File: src/rtl/adcirq_pkg.sv
package adcirq_pkg;

    localparam int unsigned REG_ADDR_W = 2;

    typedef enum logic [REG_ADDR_W-1:0] {
        SEL_CMP_FLAGS = 2'd0,
        SEL_OVR_FLAGS = 2'd1,
        SEL_CMP_EN    = 2'd2,
        SEL_OVR_EN    = 2'd3
    } reg_sel_e;

    typedef enum logic {
        IRQ_IDLE   = 1'b0,
        IRQ_ACTIVE = 1'b1
    } irq_state_e;

endpackage

File: src/rtl/adcirq_flag_cell.sv
module adcirq_flag_cell (
    input  logic clk,
    input  logic rst_n,
    input  logic load,
    input  logic cmp_clr,
    input  logic ovr_clr,
    output logic cmp_flag,
    output logic ovr_flag
);

    logic cmp_q;
    logic ovr_q;
    logic cmp_d;
    logic ovr_d;

    // A load always wins over an acknowledge of the same flag.
    // The overwrite decision uses the completion value held before this edge.
    always_comb begin
        cmp_d = load | (cmp_q & ~cmp_clr);
        ovr_d = (load & cmp_q) | (ovr_q & ~ovr_clr);
    end

    always_ff @(posedge clk or negedge rst_n) begin
        if (!rst_n) begin
            cmp_q <= 1'b0;
            ovr_q <= 1'b0;
        end else begin
            cmp_q <= cmp_d;
            ovr_q <= ovr_d;
        end
    end

    assign cmp_flag = cmp_q;
    assign ovr_flag = ovr_q;

endmodule

File: src/rtl/adcirq_regbank.sv
module adcirq_regbank
    import adcirq_pkg::*;
#(
    parameter int unsigned N_IN = 8
) (
    input  logic                  clk,
    input  logic                  rst_n,
    input  logic                  reg_wr,
    input  logic [REG_ADDR_W-1:0] reg_addr,
    input  logic [N_IN-1:0]       reg_wdata,
    input  logic [N_IN-1:0]       cmp_flags,
    input  logic [N_IN-1:0]       ovr_flags,
    output logic [N_IN-1:0]       cmp_clr,
    output logic [N_IN-1:0]       ovr_clr,
    output logic [N_IN-1:0]       cmp_en,
    output logic [N_IN-1:0]       ovr_en,
    output logic [N_IN-1:0]       reg_rdata
);

    reg_sel_e        sel;
    logic [N_IN-1:0] cmp_en_q;
    logic [N_IN-1:0] ovr_en_q;

    assign sel = reg_sel_e'(reg_addr);

    // Write-one-to-clear masks toward the flag cells.
    always_comb begin
        cmp_clr = '0;
        ovr_clr = '0;
        if (reg_wr) begin
            unique case (sel)
                SEL_CMP_FLAGS: cmp_clr = reg_wdata;
                SEL_OVR_FLAGS: ovr_clr = reg_wdata;
                SEL_CMP_EN,
                SEL_OVR_EN:    ;
            endcase
        end
    end

    always_ff @(posedge clk or negedge rst_n) begin
        if (!rst_n) begin
            cmp_en_q <= '0;
            ovr_en_q <= '0;
        end else if (reg_wr) begin
            if (sel == SEL_CMP_EN) cmp_en_q <= reg_wdata;
            if (sel == SEL_OVR_EN) ovr_en_q <= reg_wdata;
        end
    end

    always_comb begin
        unique case (sel)
            SEL_CMP_FLAGS: reg_rdata = cmp_flags;
            SEL_OVR_FLAGS: reg_rdata = ovr_flags;
            SEL_CMP_EN:    reg_rdata = cmp_en_q;
            SEL_OVR_EN:    reg_rdata = ovr_en_q;
        endcase
    end

    assign cmp_en = cmp_en_q;
    assign ovr_en = ovr_en_q;

endmodule

File: src/rtl/adcirq_req_fsm.sv
module adcirq_req_fsm
    import adcirq_pkg::*;
(
    input  logic clk,
    input  logic rst_n,
    input  logic pending,
    output logic irq
);

    irq_state_e state_q;
    irq_state_e state_d;

    always_ff @(posedge clk or negedge rst_n) begin
        if (!rst_n) state_q <= IRQ_IDLE;
        else        state_q <= state_d;
    end

    always_comb begin
        state_d = state_q;
        unique case (state_q)
            IRQ_IDLE:   if (pending)  state_d = IRQ_ACTIVE;  // raise
            IRQ_ACTIVE: if (!pending) state_d = IRQ_IDLE;    // drop
        endcase
    end

    always_comb begin
        unique case (state_q)
            IRQ_IDLE:   irq = 1'b0;
            IRQ_ACTIVE: irq = 1'b1;
        endcase
    end

endmodule

File: src/rtl/adc_irq_flags.sv
module adc_irq_flags
    import adcirq_pkg::*;
#(
    parameter int unsigned N_IN = 8
) (
    input  logic                  clk,
    input  logic                  rst_n,
    input  logic [N_IN-1:0]       load_stb,
    input  logic                  reg_wr,
    input  logic [REG_ADDR_W-1:0] reg_addr,
    input  logic [N_IN-1:0]       reg_wdata,
    output logic [N_IN-1:0]       reg_rdata,
    output logic                  irq
);

    logic [N_IN-1:0] cmp_flags;
    logic [N_IN-1:0] ovr_flags;
    logic [N_IN-1:0] cmp_clr;
    logic [N_IN-1:0] ovr_clr;
    logic [N_IN-1:0] cmp_en;
    logic [N_IN-1:0] ovr_en;
    logic            pending;

    for (genvar g = 0; g < N_IN; g++) begin : g_cell
        adcirq_flag_cell u_cell (
            .clk      (clk),
            .rst_n    (rst_n),
            .load     (load_stb[g]),
            .cmp_clr  (cmp_clr[g]),
            .ovr_clr  (ovr_clr[g]),
            .cmp_flag (cmp_flags[g]),
            .ovr_flag (ovr_flags[g])
        );
    end

    adcirq_regbank #(.N_IN(N_IN)) u_regs (
        .clk       (clk),
        .rst_n     (rst_n),
        .reg_wr    (reg_wr),
        .reg_addr  (reg_addr),
        .reg_wdata (reg_wdata),
        .cmp_flags (cmp_flags),
        .ovr_flags (ovr_flags),
        .cmp_clr   (cmp_clr),
        .ovr_clr   (ovr_clr),
        .cmp_en    (cmp_en),
        .ovr_en    (ovr_en),
        .reg_rdata (reg_rdata)
    );

    assign pending = |((cmp_flags & cmp_en) | (ovr_flags & ovr_en));

    adcirq_req_fsm u_fsm (
        .clk     (clk),
        .rst_n   (rst_n),
        .pending (pending),
        .irq     (irq)
    );

endmodule

File: config.mk
export PLATFORM = sky130hd
export DESIGN_NAME = adc_irq_flags
export DESIGN_NICKNAME = d
export VERILOG_FILES = /design/src/rtl/adcirq_pkg.sv /design/src/rtl/adcirq_flag_cell.sv /design/src/rtl/adcirq_regbank.sv /design/src/rtl/adcirq_req_fsm.sv /design/src/rtl/adc_irq_flags.sv
export SDC_FILE = /design/constraint.sdc
export NUM_CORES = 1
export LEC_CHECK = 0
export ABC_AREA = 1
export BUFFER_PORTS_ARGS = -buffer_cell sky130_fd_sc_hd__buf_2
export CORE_MARGIN = 10
export CORE_UTILIZATION = 54
export DETAILED_ROUTE_END_ITERATION = 12
export PLACE_DENSITY = 0.87
export SLEW_MARGIN = 25
export SYNTH_ARGS = -nofsm -noshare
export SYNTH_HDL_FRONTEND = slang
export SYNTH_SLANG_ARGS = --single-unit
File: constraint.sdc
create_clock -name clk -period 1.1 [get_ports clk]
set_clock_uncertainty 0.2 [all_clocks]
set_input_delay 0.22 -clock clk [delete_from_list [all_inputs] [get_ports clk]]
set_output_delay 0.22 -clock clk [all_outputs]
set_load 0.05 [all_outputs]
==> out/metrics.csv <==
stage,metric,value,unit
status,status,finished with violations,
status,violations,setup timing,
clocking,cts.reportedPaths.clkPinSlew,0.11,ns
floorplanning,die_h,75.56,um
placed_design,place_area,2186,um2
layout,final_common_cell,nand2_1,
global_routing,grt_max_degree,34,
clocking,cts_max_level,2,
layout,nets,340,
layout,mostFrequentLayoutCells,"nand2_1 (91), buf_4 (53), dfrtp_1 (33)",
floorplanning,core,3003,um2
power,switching_share,0.3480,
floorplanning,io_pins,30,
logic_synthesis,yosys-top-cells-area,"dfrtp_1 (50%), nand2_1 (22%), o21ai_2 (8.4%)",
layout,fin_cells,352,
global_routing,grt_pass1_wl,9.328,mm
timing,tightest_slew,0.2477,ns
timing,drv_slew,0,
global_routing,grt_util_all_layers,0.2193,
floorplanning,die_area,5709,um2
critical_path,start_kind,register,
timing,fmax,628.3,MHz
layout,diodes,0,
critical_path,crit_type,register to primary output,
logic_synthesis,yosys.cell_types.count,15,
drt,routedWlPerCell,18.25,um
critical_path,cp-end-kind,primary output,
timing,min_period,1.592,ns
power,vdd_drop_max,1.082,mV
floorplanning,start_util,0.5550,
logic_synthesis,synth_top_area_cell,dfrtp_1,
power,pwr-share-comb,0.369,
power,power_frac_seq,0.417,
layout,fin_util,0.9000,
logic_synthesis,yosysWarnings,0,
layout,final_area,2703,um2
critical_path,cp_max_fo,2,
logic_synthesis,netlist_instances,209,
logic_synthesis,synth_area,1667,um2
placed_design,place.gp.congestion,0.8122,
global_routing,antenna_found_initial,0,
drt,drtIter0Drc,266,
placed_design,dp_hpwl,3.265,mm
power,p_int,0.002194,W
logic_synthesis,yosysSeqAreaShare,0.4955,
floorplanning,dieWidth,75.56,um
placed_design,io_buffers,29,
power,p_clk_frac,0.214,
logic_synthesis,ys_ff_latch,33,
logic_synthesis,yosys.area.top_type_share,0.4955,
clocking,clock-sinks,33,
drt,drt_first_pass_iters,5,
clocking,root_buffer,clkbuf_4,
logic_synthesis,synthesis.nets,230,
timing,setup_ws,-0.4915,ns
drt,drtAntennaViolNets,0,
timing,period_share,1.447,
floorplanning,num_rows,20,
layout,area_growth,62.16,%
power,pwr_density_cell,1245,nW/um2
drt,routed_wl,6.423,mm
clocking,cts_buffers,5,
placed_design,placed_cells,311,
drt,drc,0,
clocking,cts_tree,done,
logic_synthesis,syn_area_per_cell,7.974,um2
global_routing,global_route.overflow_total,0,
power,power.leakage,1.345,nW
timing,final_hold_viol_count,0,
timing,rsz0062_at_grt,true,
drt,via_per_inst,5.807,
clocking,cts_buffer_depth,2,
layout,drive_gt1_frac,0.4357,
global_routing,grt_pass1_vias,2046,
clocking,clk_latency,0.35,ns
job,maxCapViolCount,0,
power,power_switching,0.001171,W
critical_path,crit_arrival,1.17,ns
timing,final-setup-viol-count,21,
timing,slew_headroom,0.8346,
worst_hold_path,hp-class,input port to register,
critical_path,crit_required,0.68,ns
drt,via_count,2044,
placed_design,dp_worst_setup_slack,-0.4675,ns
-- state kept, by name, summed over array words and instances (netlist names) --
| signal | flops |
|---|---|
| g_cell.u_cell.ovr_flag | 8 |
| g_cell.u_cell.cmp_flag | 8 |
| u_regs.ovr_en | 8 |
| u_regs.cmp_en | 8 |
| u_fsm.state_q | 1 |
-- cell families (layout without fill, tap and decap cells) --
kind of cell	Yosys count	in the layout	share of synthesized area
simple gates	120	121	0.3086
flops	33	33	0.4955
buf+inv	24	133	0.06381
compound gates	32	32	0.1321
-- metrics by stage --
stage               hold slack, ns  setup TNS (ns)  total power, W
finish                    0.006140          -4.909        0.003365
global route              0.004058          -5.788        0.003492
CTS                      -0.003111          -3.938        0.003185
detailed placement        -0.01046          -12.03        0.002338
global placement          -0.01493          -10.68        0.002299
floorplan                  -0.2756          -1.912        0.001915
-- power groups by stage --
stage,clock (W),combinational (W),sequential (W)
final,0.000721,0.00124,0.00140
after global routing,0.000765,0.00131,0.00141
after CTS,0.000714,0.00108,0.00139
after detailed placement,0,0.000921,0.00142
after global placement,0,0.000891,0.00141
after floorplan,0,0.000490,0.00142
-- metal layers --
layer / track usage / vias up / wire (um)
met5: 0 / - / 0
met4: 0.1381 / 0 / 353
met3: 0.04818 / 46 / 587
met2: 0.3919 / 157 / 3287
met1: 0.2271 / 951 / 2194
li1: - / 890 / -
-- worst paths after layout --
check / slack (ns) / start / endpoint / cells past startpoint
worst max register to register: -0.48 / u_regs.cmp_en[5] / u_fsm.state_q / 7
worst max-delay path: -0.49 / g_cell[6].u_cell.cmp_flag / reg_rdata[6] / 3
min in group asynchronous: 0.13 / rst_n / u_regs.ovr_en[5] / 3
worst min register to register: 0.40 / u_regs.ovr_en[6] / u_regs.ovr_en[6] / 3
worst min-delay path: 0.006 / reg_wdata[1] / g_cell[1].u_cell.ovr_flag / 4
max in group asynchronous: 0.38 / rst_n / u_regs.cmp_en[0] / 3
-- synth_stat cells --
cell and count:
nor2_2 1, buf_6 2, nor2_1 3, o21ai_2 16, nand2_4 2, nand2_1 97
inv_1 18, nand2_2 2, nand3_1 5, nor2_4 2, dfrtp_1 33, nand4_1 8
inv_2 3, o21ai_0 16, buf_2 1
-- critical path, cell delays in order (launching register included) --
cell and delay (ns):
dfrtp_1 0.42, nand2_1 0.07, nand4_1 0.14, buf_6 0.19
-- timing repair --
item                                    4_1_cts  5_1_grt
gates resized for setup                      20       42
setup buffers                                10       11
endpoints found under the setup margin       15       30
cloned                                        1        0
hold buffers                                 17        0
pin swaps                                    20       18
hold endpoints to repair                     65        0
-- area by class of cell --
cell class	count	area, um2
Clock buffer	7	55.05
Fill cell	140	300.3
Inverter	21	85.08
Multi-Input combinational cell	153	817.0
Sequential cell	33	825.8
Tap cell	33	41.29
Timing Repair Buffer	105	878.3
(Power assumes the default switching activity.)
